<file path="config.mk">
export PLATFORM = sky130hd
export DESIGN_NAME = readout_port
export DESIGN_NICKNAME = d
export VERILOG_FILES = /design/src/rtl/readout_pkg.sv /design/src/rtl/readout_sync.sv /design/src/rtl/readout_ctrl.sv /design/src/rtl/readout_result.sv /design/src/rtl/readout_gate.sv /design/src/rtl/readout_port.sv
export SDC_FILE = /design/constraint.sdc
export NUM_CORES = 1
export LEC_CHECK = 0
export BUFFER_PORTS_ARGS = -buffer_cell sky130_fd_sc_hd__buf_4
export CAP_MARGIN = 20
export CORE_UTILIZATION = 60
export CTS_BUF_LIST = sky130_fd_sc_hd__clkbuf_16
export DETAILED_ROUTE_END_ITERATION = 12
export HOLD_SLACK_MARGIN = 0.1
export PLACE_DENSITY = 0.83
export SETUP_SLACK_MARGIN = 0.02
export SYNTH_ARGS = -nofsm -noshare
export SYNTH_HDL_FRONTEND = slang
export SYNTH_HIERARCHICAL = 1
export SYNTH_SLANG_ARGS = --single-unit
</file>
<file path="constraint.sdc">
create_clock -name clk -period 7.3 [get_ports clk]
set_input_delay 0.365 -clock clk [delete_from_list [all_inputs] [get_ports clk]]
set_output_delay 0.365 -clock clk [all_outputs]
set_load 0.05 [all_outputs]
</file>
<file path="src/rtl/readout_pkg.sv">
package readout_pkg;
  localparam int NIB_W      = 4;
  localparam int NUM_DIGITS = 4;
  localparam int NUM_GROUPS = 8;
  localparam int FUNC_W     = 3;
  localparam int DP_W       = 4;
  localparam int BUS_W      = NUM_GROUPS * NIB_W;
  localparam int READ_W     = NUM_DIGITS * NIB_W + 3 + FUNC_W + DP_W;

  typedef struct packed {
    logic [DP_W-1:0]                   dp;
    logic [FUNC_W-1:0]                 func;
    logic                              pos;
    logic                              ovl;
    logic                              ovr;
    logic [NUM_DIGITS-1:0][NIB_W-1:0]  digit;
  } reading_t;

  typedef enum logic [1:0] {
    ST_IDLE  = 2'd0,
    ST_DELAY = 2'd1,
    ST_ACK   = 2'd2,
    ST_RUN   = 2'd3
  } seq_st_t;
endpackage

</file>
<file path="src/rtl/readout_sync.sv">
module readout_sync #(
  parameter int          W       = 1,
  parameter int          STAGES  = 2,
  parameter logic [W-1:0] RST_VAL = '0
) (
  input  logic         clk,
  input  logic         rst_n,
  input  logic [W-1:0] d,
  output logic [W-1:0] q
);
  logic [W-1:0] stg [STAGES];

  always_ff @(posedge clk or negedge rst_n) begin
    if (!rst_n) begin
      for (int i = 0; i < STAGES; i++) stg[i] <= RST_VAL;
    end else begin
      stg[0] <= d;
      for (int i = 1; i < STAGES; i++) stg[i] <= stg[i-1];
    end
  end

  assign q = stg[STAGES-1];
endmodule

</file>
<file path="src/rtl/readout_ctrl.sv">
module readout_ctrl
  import readout_pkg::*;
#(
  parameter int SETTLE_TICKS = 10_000_000
) (
  input  logic clk,
  input  logic rst_n,
  input  logic hold_eoc,
  input  logic trig,
  input  logic conv_busy,
  output logic conv_start
);
  localparam int SW = $clog2(SETTLE_TICKS + 1);

  seq_st_t       st;
  logic [SW-1:0] cnt;
  logic          trig_d;
  logic          trig_rel;
  logic          start_q;

  assign trig_rel   = trig_d & ~trig;
  assign conv_start = start_q;

  always_ff @(posedge clk or negedge rst_n) begin
    if (!rst_n) begin
      st      <= ST_IDLE;
      cnt     <= '0;
      trig_d  <= 1'b0;
      start_q <= 1'b0;
    end else begin
      trig_d  <= trig;
      start_q <= 1'b0;
      unique case (st)
        ST_IDLE: begin
          if (!hold_eoc && !conv_busy) begin
            start_q <= 1'b1;
            st      <= ST_ACK;
          end else if (hold_eoc && trig_rel) begin
            cnt <= SW'(SETTLE_TICKS - 1);
            st  <= ST_DELAY;
          end
        end
        ST_DELAY: begin
          if (cnt == '0) begin
            start_q <= 1'b1;
            st      <= ST_ACK;
          end else begin
            cnt <= cnt - 1'b1;
          end
        end
        ST_ACK:  if (conv_busy)  st <= ST_RUN;
        ST_RUN:  if (!conv_busy) st <= ST_IDLE;
        default: st <= ST_IDLE;
      endcase
    end
  end
endmodule

</file>
<file path="src/rtl/readout_result.sv">
module readout_result
  import readout_pkg::*;
#(
  parameter int FLAG_TICKS = 30_000_000
) (
  input  logic     clk,
  input  logic     rst_n,
  input  logic     in_valid,
  output logic     in_ready,
  input  reading_t in_data,
  input  logic     hold,
  input  logic     flag_clr,
  output reading_t cur,
  output logic     flag
);
  localparam int CW = $clog2(FLAG_TICKS + 1);

  logic [CW-1:0] win;

  assign in_ready = (win == '0);

  always_ff @(posedge clk or negedge rst_n) begin
    if (!rst_n) begin
      win  <= '0;
      flag <= 1'b0;
      cur  <= '0;
    end else if (in_valid && in_ready && !hold) begin
      cur  <= in_data;
      win  <= CW'(FLAG_TICKS);
      flag <= ~flag_clr;
    end else begin
      if (win != '0) win <= win - 1'b1;
      if (flag_clr || win == CW'(1)) flag <= 1'b0;
    end
  end
endmodule

</file>
<file path="src/rtl/readout_gate.sv">
module readout_gate
  import readout_pkg::*;
(
  input  logic [BUS_W-1:0]      word,
  input  logic [NUM_GROUPS-1:0] en,
  output logic [BUS_W-1:0]      drv
);
  for (genvar g = 0; g < NUM_GROUPS; g++) begin : g_grp
    assign drv[g*NIB_W +: NIB_W] = en[g] ? word[g*NIB_W +: NIB_W] : '0;
  end
endmodule

</file>
<file path="src/rtl/readout_port.sv">
module readout_port
  import readout_pkg::*;
#(
  parameter int CLK_DIV      = 1000,
  parameter int FLAG_TICKS   = 30_000_000,
  parameter int SETTLE_TICKS = 10_000_000,
  parameter int SYNC_STAGES  = 2
) (
  input  logic                        clk,
  input  logic                        rst_n,
  input  logic                        res_valid,
  output logic                        res_ready,
  input  logic [NUM_DIGITS*NIB_W-1:0] res_digits,
  input  logic                        res_ovr,
  input  logic                        res_ovl,
  input  logic                        res_pos,
  input  logic [FUNC_W-1:0]           res_func,
  input  logic [DP_W-1:0]             res_dp,
  input  logic                        conv_busy,
  input  logic                        count_active,
  output logic                        conv_start,
  input  logic                        rc_hold,
  input  logic                        rc_hold_eoc,
  input  logic                        rc_trig,
  input  logic                        rc_flag_clr,
  input  logic [NUM_GROUPS-1:0]       rc_strobe_n,
  output logic                        clk_tick,
  output logic                        count_n,
  output logic                        flag,
  output logic [BUS_W-1:0]            drv
);
  localparam int RC_W = NUM_GROUPS + 4;
  localparam int DIVW = $clog2(CLK_DIV);
  localparam int G_ST = NUM_DIGITS;

  logic [RC_W-1:0]       rc_raw, rc_s;
  logic                  hold_s, eoc_s, trig_s, clr_s;
  logic [NUM_GROUPS-1:0] str_en;
  reading_t              in_rd, held;
  logic [BUS_W-1:0]      word;
  logic [DIVW-1:0]       div_cnt;

  assign rc_raw = {rc_strobe_n, rc_flag_clr, rc_trig, rc_hold_eoc, rc_hold};

  readout_sync #(
    .W      (RC_W),
    .STAGES (SYNC_STAGES),
    .RST_VAL({{NUM_GROUPS{1'b1}}, 4'b0000})
  ) u_sync (
    .clk  (clk),
    .rst_n(rst_n),
    .d    (rc_raw),
    .q    (rc_s)
  );

  assign hold_s = rc_s[0];
  assign eoc_s  = rc_s[1];
  assign trig_s = rc_s[2];
  assign clr_s  = rc_s[3];
  assign str_en = ~rc_s[RC_W-1:4];

  assign in_rd.digit = res_digits;
  assign in_rd.ovr   = res_ovr;
  assign in_rd.ovl   = res_ovl;
  assign in_rd.pos   = res_pos;
  assign in_rd.func  = res_func;
  assign in_rd.dp    = res_dp;

  readout_result #(.FLAG_TICKS(FLAG_TICKS)) u_res (
    .clk     (clk),
    .rst_n   (rst_n),
    .in_valid(res_valid),
    .in_ready(res_ready),
    .in_data (in_rd),
    .hold    (hold_s),
    .flag_clr(clr_s),
    .cur     (held),
    .flag    (flag)
  );

  readout_ctrl #(.SETTLE_TICKS(SETTLE_TICKS)) u_ctrl (
    .clk       (clk),
    .rst_n     (rst_n),
    .hold_eoc  (eoc_s),
    .trig      (trig_s),
    .conv_busy (conv_busy),
    .conv_start(conv_start)
  );

  always_ff @(posedge clk or negedge rst_n) begin
    if (!rst_n) begin
      div_cnt  <= '0;
      clk_tick <= 1'b0;
      count_n  <= 1'b1;
    end else begin
      count_n <= ~count_active;
      if (div_cnt == DIVW'(CLK_DIV - 1)) begin
        div_cnt  <= '0;
        clk_tick <= 1'b1;
      end else begin
        div_cnt  <= div_cnt + 1'b1;
        clk_tick <= 1'b0;
      end
    end
  end

  for (genvar d = 0; d < NUM_DIGITS; d++) begin : g_dig
    assign word[d*NIB_W +: NIB_W] = held.digit[d];
  end
  assign word[G_ST*NIB_W +: NIB_W]     = {1'b0, held.pos, held.ovl, held.ovr};
  assign word[(G_ST+1)*NIB_W +: NIB_W] = {1'b0, held.func};
  assign word[(G_ST+2)*NIB_W +: NIB_W] = held.dp;
  assign word[(G_ST+3)*NIB_W +: NIB_W] = {1'b0, clk_tick, count_n, flag};

  readout_gate u_gate (
    .word(word),
    .en  (str_en),
    .drv (drv)
  );
endmodule

</file>
Word level (Yosys, flattened, before mapping) --
Cells that the tools add are included.
Word-level totals: flip-flop bits (word level) 116, bits of input ports 43, output and inout port bits 37, logic and storage cells 84
Operators by class: $add $sub $neg 3, equal/unequal tests 12, mux-type cells 27, bitwise logic cells 5, reductions and logical operators 17
Operators with widths (number):
- two-way mux 24 bit | 3
- two-way mux 25 bit | 2
- one-hot mux 24 bit (2 select lines) | 1
- equality test 25 x 1 -> 1 bit, second input constant | 1
- zero test 25 bit | 1
- nonzero test 25 bit | 1
- subtractor 25 x 1 -> 25 bit, second input constant | 1
- zero test 24 bit | 1
- subtractor 24 x 1 -> 24 bit, second input constant | 1
- two-way mux 4 bit | 5
- adder 10 x 1 -> 10 bit, second input constant | 1
- equality test 10 bit, second input constant | 1
- two-way mux 10 bit | 1
- two-way mux 2 bit | 5
- two-way mux 3 bit | 3
- != test 2 bit, second input constant | 4
- inverter 8 bit | 1
- one-hot mux 2 bit (4 select lines) | 1
- AND reduction 4 bit | 2
- nonzero test 2 bit | 3
- two-way mux 1 bit | 5
- equality test 2 bit, second input constant | 2
- logical AND 1 bit | 4
- != test 2 x 1 -> 1 bit, second input constant | 2
- 8 further kinds | 12

Longest topological paths before layout --
Gate-level depths: netlist of run 1.
word-level depth 6, mapped depth 9, mapped depth without buffers 7

Hierarchy --
The synthesis of run 1 kept the hierarchy.
Modules (own cells, without submodules):
- readout_result | times used 1, cells each 186, area an instance 2354.8 um2, seq. area each 1301.2 um2
- readout_ctrl | times used 1, cells each 172, area an instance 1611.5 um2, seq. area each 700.7 um2
- readout_sync | times used 1, cells each 36, area an instance 710.7 um2, seq. area each 620.6 um2
- readout_port | times used 1, cells each 55, area an instance 571.8 um2, seq. area each 301.5 um2
- readout_gate | times used 1, cells each 32, area an instance 200.2 um2, seq. area each 0.0 um2

Worst setup path after synthesis of run 1 --
No wires, ideal clock.
path kind register to output, start register u_res.win[11], end output port res_ready, arrival 2.693 ns, path slack 4.242 ns, cell stages (with the launch flop) 5, cell sequence dfrtp_1 -> or4_4 -> or4_1 -> clkbuf_1 -> nor3_1
On the way: longest elaborated chain between the ends 1
Ends and longest elaborated chain:
- from (decl) | line readout_result.sv:18 | logic [CW-1:0] win;
- from (signal assigned) | line readout_result.sv:29 | win <= CW'(FLAG_TICKS);
- from (signal assigned) | line readout_result.sv:32 | if (win != '0) win <= win - 1'b1;
- zero test 25 bit | line readout_result.sv:20 | assign in_ready = (win == '0);
- to (decl) | line readout_port.sv:12 | output logic res_ready,
No other way between the ends.

Final worst setup path of run 1 --
start register u_ctrl.cnt[0], end register u_ctrl.cnt[7]
On the way: longest elaborated chain between the ends 3
Ends and longest elaborated chain:
- from (decl) | line readout_ctrl.sv:16 | logic [SW-1:0] cnt;
- from (signal assigned) | line readout_ctrl.sv:39 | cnt <= SW'(SETTLE_TICKS - 1);
- from (signal assigned) | line readout_ctrl.sv:48 | cnt <= cnt - 1'b1;
- subtractor 24 x 1 -> 24 bit or zero test 24 bit (tied branches) | line readout_ctrl.sv:48, readout_ctrl.sv:44
- two-way mux 24 bit or != test 2 bit (tied branches)
- one-hot mux 24 bit (2 select lines) or AND reduction 4 bit (tied branches)
Parallel ways exist; a longest one is shown, timed or not. The select of a mux whose other input is x is not followed. A chain may end at the register's enable or synchronous reset.

==> summary.md, run 1 <==
| Metric | Value |
|---|---|
| Outcome | finished clean |
| Num CTS Buffers | 17 |
| Simple-Gate Fraction of Synth Area | 21.7% |
| Clk sink count | 116 |
| Multiplexer area fraction after synthesis | 6.96% |
| Hold depth | 2 |
| Arr. time, crit path | 3.35 ns |
| Worst Hold End | u_res/cur[1] |
| Psw | 491 uW |
| Hold WC Path Type | in -> reg |
| Peak VDD IR | 0.186 mV |
| Mean Syn Cell Area | 11.3 um^2 |
| PwrDens | 274 nW/um^2 |
| FF/Latch Area | 2920 um^2 |
| RePlAce Congestion | 0.848 |
| Power share of the clock group | 43.3% |
| Multi-input logic area | 2280 um^2 |
| Bufs and invs on worst path | 2 |
| Post-synth EDFFs | 0 |
| Die area | 9470 um^2 |
| Max-slew violation count | 0 |
| Die H | 97.3 um |
| Hpwl dp | 7.37 mm |
| Num ports | 80 |
| CTS tree | yes |
| Final core area utilization | 76.8% |
| DRT Wirelength | 11.3 mm |
| First-pass DRT Iterations | 5 |
| Final hold violations | 0 |
| Gr usage total | 26.2% |
| Layout Nets | 620 |
| Hold Startpoint | res_digits[1] |
| Asr flop ratio synth | 100% |
| Max Cap Viol | 0 |
| Post-CTS Setup Inserts | 0 |
| Fin crit share | 42.7% |
| Via count | 3989 |
| Antenna violations before repair | 0 |
| Post_cts resized | 0 |
| Pint | 1350 uW |
| Worst clock skew | 0.0113 ns |
| Combinational share of power | 14.2% |
| Htree depth | 4 |
| Yosys Warn Count | 6 |
| RR Endpoint | u_ctrl/cnt[7] |
| FP Rows | 34 |
| RR Startpoint | u_ctrl/cnt[0] |
| Synth Register Bits | 116 |
| Synthesized netlist cell count | 481 |
| Fmax | 0.321 GHz |
| Share of power burned in registers | 42.5% |
| Ys flop type | dfrtp_1 |
| Fillers | 545 |
| Most frequent cells in the layout | dfrtp_1, buf_4, nor2_1 |
| Reg2Reg Depth | 8 |
| RSZ-0062 raised after global routing | no |
| Lkg Pwr | 0.00316 uW |
| R2R setup slack | 4.18 ns |
| Slew HR | 24.3% |
| I/O Buffers | 76 |
| Longest Clk Path Bufs | 2 |
| Vias in the first global route | 4193 |
| Main combinational cell family by area after synthesis | simple AND/OR/NAND/NOR gates |
| WP data required | 7.53 ns |
| Synth cell types | 64 |
| Setup TNS | 0 ns |
| Post-synthesis xor/xnor area fraction | 4.18% |
| Initial Util | 62.2% |
| Slowest stage delay, CP | 1.00 ns |
| Root buf cell | clkbuf_16 |
| Cell count after placement | 642 |
| Clk_lat worst skew | 0.40 ns |
| Setup violators final | 0 |
| Core ar. | 8760 um^2 |
| Min Clock Period, post-route | 3.12 ns |
| Critical path class | reg -> reg |
| Crit path launch type | flop |
| Worst-Margin Slew | 1.12 ns |
| Vias per cell | 5.79 |
| Slowest CP cell | o41ai_1 |
| Layout cells sized above 1 | 29.4% |
| Crit Path Max Fanout | 8 |
| First-pass GRT wire length | 19.8 mm |
| Pin count of the biggest net entering global routing | 79 |
| Register area share after synthesis | 53.7% |
| Diode count | 0 |
| Finished Layout Cells | 689 |
| Routed len/inst | 16.5 um |
| Post-route ant nets | 0 |
| Crit. End Element | flop |
| DRC violation count after routing | 0 |
| Delay-heaviest family, CP | compound AO/OA/AOI/OAI gates |
| Die W | 97.3 um |
| Leading cell type in the layout, fill and taps excluded | dfrtp_1 |
| First-iteration detailed-routing DRC count | 164 |
| Area added between synthesis and finish | 23.5% |
| Synth Area in Adders | 2.07% |
| CP cell instances | inv_1, ha_1, or3b_2, nand2b_1, o41ai_1, buf_4, or3_1, a21oi_1 |
| Post-Syn Area | 5450 um^2 |
| Clk slew on worst S/H paths | 0.05 ns |
| Gr ovfl total | 0 |
| Sw Share | 26.6% |
| Complex-gate fraction of the synthesized area | 6.68% |
[state kept, by name, indices dropped and copies added (netlist names), 2 cells and up]
name / count
u_ctrl/cnt: 24
u_res/cur: 26
u_res/win: 25
u_ctrl/st: 2
u_sync/stg: 12
div_cnt: 10
u_sync/q: 12
[worst max-delay path by stage]
stage	start	endpoint	slack [ns]	cells after the start
4_1_cts	u_ctrl/cnt[0]	u_ctrl/cnt[7]	4.24	8
2_1_floorplan	u_res/win[11]	res_ready	4.24	4
3_3_place_gp	u_ctrl/cnt[0]	u_ctrl/cnt[7]	4.44	8
6_report	u_ctrl/cnt[0]	u_ctrl/cnt[7]	4.18	8
5_1_grt	u_ctrl/cnt[0]	u_ctrl/cnt[7]	3.94	8
3_5_place_dp	u_ctrl/cnt[0]	u_ctrl/cnt[7]	4.26	8
[through the flow]
step	hold slack (ns)	worst slack (ns)	area [um^2]	total power [uW]
floorplan	0.0694	4.24	5460	955
global placement	0.333	4.44	6000	1020
detailed placement	0.336	4.26	6000	1040
CTS	0.186	4.24	6720	1850
global route	0.190	3.94	6730	1920
finish	0.201	4.18	6730	1840
[cell type report]
type                       count  share of cell area [%]
sequential                   116                    43.5
timing repair buffer          94                    11.1
clock buffer                  17                    6.32
multi-input combinational    320                    33.9
clock inverter                15                    2.19
inverter                      19                    1.06
tap                          108                    2.01
[Yosys cell counts, types with 4 or more instances]
master | instances | share of area (%)
a31oi_1 | 5 | 0.57
mux2_2 | 27 | 5.6
inv_1 | 19 | 1.3
ha_1 | 9 | 2.1
nor4_1 | 12 | 1.4
xor2_1 | 18 | 2.9
nand3_1 | 16 | 1.5
or3_1 | 7 | 0.80
buf_4 | 15 | 2.1
o21ai_0 | 12 | 1.1
buf_2 | 4 | 0.37
nor2_1 | 36 | 2.5
dfrtp_1 | 99 | 45
mux2i_1 | 6 | 1.1
dfstp_2 | 17 | 8.2
or4_1 | 10 | 1.4
clkbuf_1 | 6 | 0.41
and3_1 | 5 | 0.57
and2_1 | 33 | 3.8
nor3_1 | 12 | 1.1
nand4b_1 | 5 | 0.80
o31ai_1 | 5 | 0.69
or2_1 | 4 | 0.46
a21oi_1 | 12 | 1.1
xnor2_1 | 8 | 1.3
nand4_1 | 8 | 0.92
nand2_1 | 14 | 0.96
[kinds of logic (layout without fill, tap and decap cells)]
family                     count (synthesis)  count (layout)
xor gates and xnor gates                  26              26
DFF                                      116             116
other                                      1               3
AOI/OAI and AO/OA                         54              54
adders and majority gates                  9               9
buffers and inverters                     47             145
and+or+nand+nor                          194             194
muxes                                     34              34
[routing by layer]
| layer | global-route usage [%] | wire, um |
|---|---|---|
| met5 | 0 | 0 |
| met2 | 44.8 | 5820 |
| met3 | 6.62 | 460 |
| met4 | 8.82 | 125 |
| met1 | 32.7 | 4930 |
[power by group through the flow]
| stage | combinational (uW) | sequential [uW] | clock, uW |
|---|---|---|---|
| CTS | 259 | 781 | 811 |
| global placement | 237 | 782 | 0 |
| floorplan | 179 | 776 | 0 |
| detailed placement | 250 | 788 | 0 |
| finish | 261 | 783 | 798 |
| global route | 292 | 793 | 840 |
[repair_timing]
item | in CTS | in global routing
setup endpoints to repair | 0 | 0
hold buffers | 14 | 0
endpoints found under the hold margin | 49 | 0
Power figures use the tool's default switching activity.
==> inputs of run 2 (changes only) <==
--- a/config.mk
+++ b/config.mk
@@ -7,11 +7,11 @@
 export LEC_CHECK = 0
 export BUFFER_PORTS_ARGS = -buffer_cell sky130_fd_sc_hd__buf_4
 export CAP_MARGIN = 20
-export CORE_UTILIZATION = 60
+export CORE_UTILIZATION = 57
 export CTS_BUF_LIST = sky130_fd_sc_hd__clkbuf_16
 export DETAILED_ROUTE_END_ITERATION = 12
 export HOLD_SLACK_MARGIN = 0.1
-export PLACE_DENSITY = 0.83
+export PLACE_DENSITY = 0.8
 export SETUP_SLACK_MARGIN = 0.02
 export SYNTH_ARGS = -nofsm -noshare
 export SYNTH_HDL_FRONTEND = slang
==> constraint.sdc (replaced) <==
create_clock -name clk -period 3 [get_ports clk]
set_input_delay 0.15 -clock clk [delete_from_list [all_inputs] [get_ports clk]]
set_output_delay 0.15 -clock clk [all_outputs]
set_load 0.05 [all_outputs]
==> summary.md, run 2 (synthesis results as in run 1) <==
| Metric | Value |
|---|---|
| Max-slew violation count | 0 (unchanged) |
| CP cell instances | or4_1, or2_1, or4_4, a221o_1, mux2_4 (was inv_1, ha_1, or3b_2, nand2b_1, o41ai_1, buf_4, or3_1, a21oi_1) |
| CTS tree | yes (unchanged) |
| Max Cap Viol | 0 (unchanged) |
| DRT Wirelength | 12.8 mm (was 11.3 mm) |
| Vias in the first global route | 4365 (was 4193) |
| Setup violators final | 0 (unchanged) |
| Post-route ant nets | 0 (unchanged) |
| Clk_lat worst skew | 0.41 ns (was 0.40 ns) |
| Gr ovfl total | 0 (unchanged) |
| Clk sink count | 116 (unchanged) |
| Setup TNS | 0 ns (unchanged) |
| FF/Latch Area | 2920 um^2 (unchanged) |
| Hold WC Path Type | in -> reg (unchanged) |
| Htree depth | 4 (unchanged) |
| RSZ-0062 raised after global routing | no (unchanged) |
| Leading cell type in the layout, fill and taps excluded | dfrtp_1 (unchanged) |
| FP Rows | 35 (was 34) |
| I/O Buffers | 76 (unchanged) |
| Multi-input logic area | 2280 um^2 (unchanged) |
| Layout Nets | 652 (was 620) |
| Die H | 99.8 um (was 97.3 um) |
| Biggest register | u_res/cur (unchanged) |
| Cell count after placement | 670 (was 642) |
| Slowest CP cell | or4_1 (was o41ai_1) |
| Critical path class | reg -> reg (unchanged) |
| Pin count of the biggest net entering global routing | 75 (was 79) |
| Via count | 4130 (was 3989) |
| Layout cells sized above 1 | 29.7% (was 29.4%) |
| Core ar. | 9240 um^2 (was 8760 um^2) |
| Post_cts resized | 0 (unchanged) |
| Most frequent cells in the layout | dfrtp_1, buf_4, dlygate4sd3_1 (was dfrtp_1, buf_4, nor2_1) |
| Diode count | 0 (unchanged) |
| Max reg flops | 26 (unchanged) |
| Hold WS | 0.123 ns (was 0.201 ns) |
| Lkg Pwr | 0.00330 uW (was 0.00316 uW) |
| First-pass DRT Iterations | 4 (was 5) |
| RePlAce Congestion | 0.845 (was 0.848) |
| Slew HR | 48.8% (was 24.3%) |
| Min Clock Period, post-route | 2.77 ns (was 3.12 ns) |
| First-iteration detailed-routing DRC count | 182 (was 164) |
| Area added between synthesis and finish | 30.5% (was 23.5%) |
| Peak VDD IR | 0.599 mV (was 0.186 mV) |
| Finished Layout Cells | 742 (was 689) |
| Worst-Margin Slew | 0.765 ns (was 1.12 ns) |
| Crit. End Element | flop (unchanged) |
| Post-CTS Setup Inserts | 0 (unchanged) |
| First-pass GRT wire length | 21.1 mm (was 19.8 mm) |
| Slowest stage delay, CP | 0.66 ns (was 1.00 ns) |
| Hpwl dp | 7.39 mm (was 7.37 mm) |
| Gr usage total | 27.8% (was 26.2%) |
| Die W | 99.8 um (was 97.3 um) |
| WP data required | 3.29 ns (was 7.53 ns) |
| Fin crit share | 92.2% (was 42.7%) |
| Final hold violations | 0 (unchanged) |
| Arr. time, crit path | 3.06 ns (was 3.35 ns) |
| Crit Path Max Fanout | 8 (unchanged) |
| Initial Util | 59.0% (was 62.2%) |
| Clk slew on worst S/H paths | 0.06 ns (was 0.05 ns) |
| PwrDens | 655 nW/um^2 (was 274 nW/um^2) |
| Longest Clk Path Bufs | 2 (unchanged) |
| Die area | 9960 um^2 (was 9470 um^2) |
| Final core area utilization | 77.0% (was 76.8%) |
| Crit path launch type | flop (unchanged) |
| Num ports | 80 (unchanged) |
| Num CTS Buffers | 17 (unchanged) |
| Root buf cell | clkbuf_16 (unchanged) |
| Routed len/inst | 17.3 um (was 16.5 um) |
| Vias per cell | 5.57 (was 5.79) |
| Worst clock skew | 0.00788 ns (was 0.0113 ns) |
| Post-CTS Hold Fix Bufs | 40 (was 14) |
| DRC violation count after routing | 0 (unchanged) |
| Outcome | finished clean (unchanged) |
| Fmax | 0.361 GHz (was 0.321 GHz) |
| Regs by FF count | u_res/cur (26), u_res/win (25), u_ctrl/cnt (24) (unchanged) |
| Antenna violations before repair | 0 (unchanged) |
| Fillers | 551 (was 545) |
-- run 2: cell types whose count changed in the layout (fill, tap and decap cells not counted), sizes merged --
cell,previous run,this run
dlygate4sd3,14,40
dlymetal6s2s,1,0
clkinv,8,6
clkinvlp,2,3
buf,79,86
bufinv,3,4
-- run 2: routing by layer --
layer  global-route usage (%)  wire [um]  part of all wire [%]  vias to the layer above
met5                        0          0                     0                        -
met2                     49.5       6760                    53                      116
li1                         -          -                     -                     1953
met4                     11.8        305                   2.4                        0
met3                     7.31        579                   4.5                       30
met1                     31.7       5200                    40                     2031
-- run 2: critical path, delay by kind of cell, from the launching register on --
kind	cells	cell delay [ns]
and+or+nand+nor	3	1.57
muxes	1	0.30
DFF	1	0.43
AOI/OAI and AO/OA	1	0.35
-- run 2: path summary, 6_finish.rpt --
check / startpoint / endpoint / slack [ns] / cells past startpoint
worst min register to register: u_sync/stg[13] / u_sync/q[1] / 0.35 / 0
worst min-delay path: conv_busy / u_ctrl/conv_start / 0.12 / 4
worst max register to register: u_ctrl/cnt[7] / u_ctrl/st[1] / 0.23 / 5
max in group asynchronous: rst_n / u_sync/q[8] / 1.92 / 3
worst max-delay path: u_ctrl/cnt[7] / u_ctrl/st[1] / 0.23 / 5
min in group asynchronous: rst_n / u_res/win[1] / 0.27 / 2
-- run 2: stage by stage --
stage	setup WS (ns)	cell area, um^2	total power (uW)
6_report	0.233	7110	4660
5_1_grt	0.0939	7110	4870
4_1_cts	0.245	7110	4670
3_5_place_dp	0.256	6090	2520
3_3_place_gp	0.296	6090	2490
2_1_floorplan	0.157	5460	2320
-- run 2: power breakdown --
part           total (uW)  switching, uW  internal [uW]
registers            1900            163           1730
logic                 661            363            298
clock network        2100            721           1380
total                4660           1250           3410
-- run 2: final cells by class --
type                            count  share of cell area [%]
Clock buffer                       17                    5.98
Clock inverter                     15                    2.69
Inverter                           19                    1.00
Multi-Input combinational cell    320                    32.1
Sequential cell                   116                    41.1
Tap cell                          129                    2.27
Timing Repair Buffer              126                    14.9
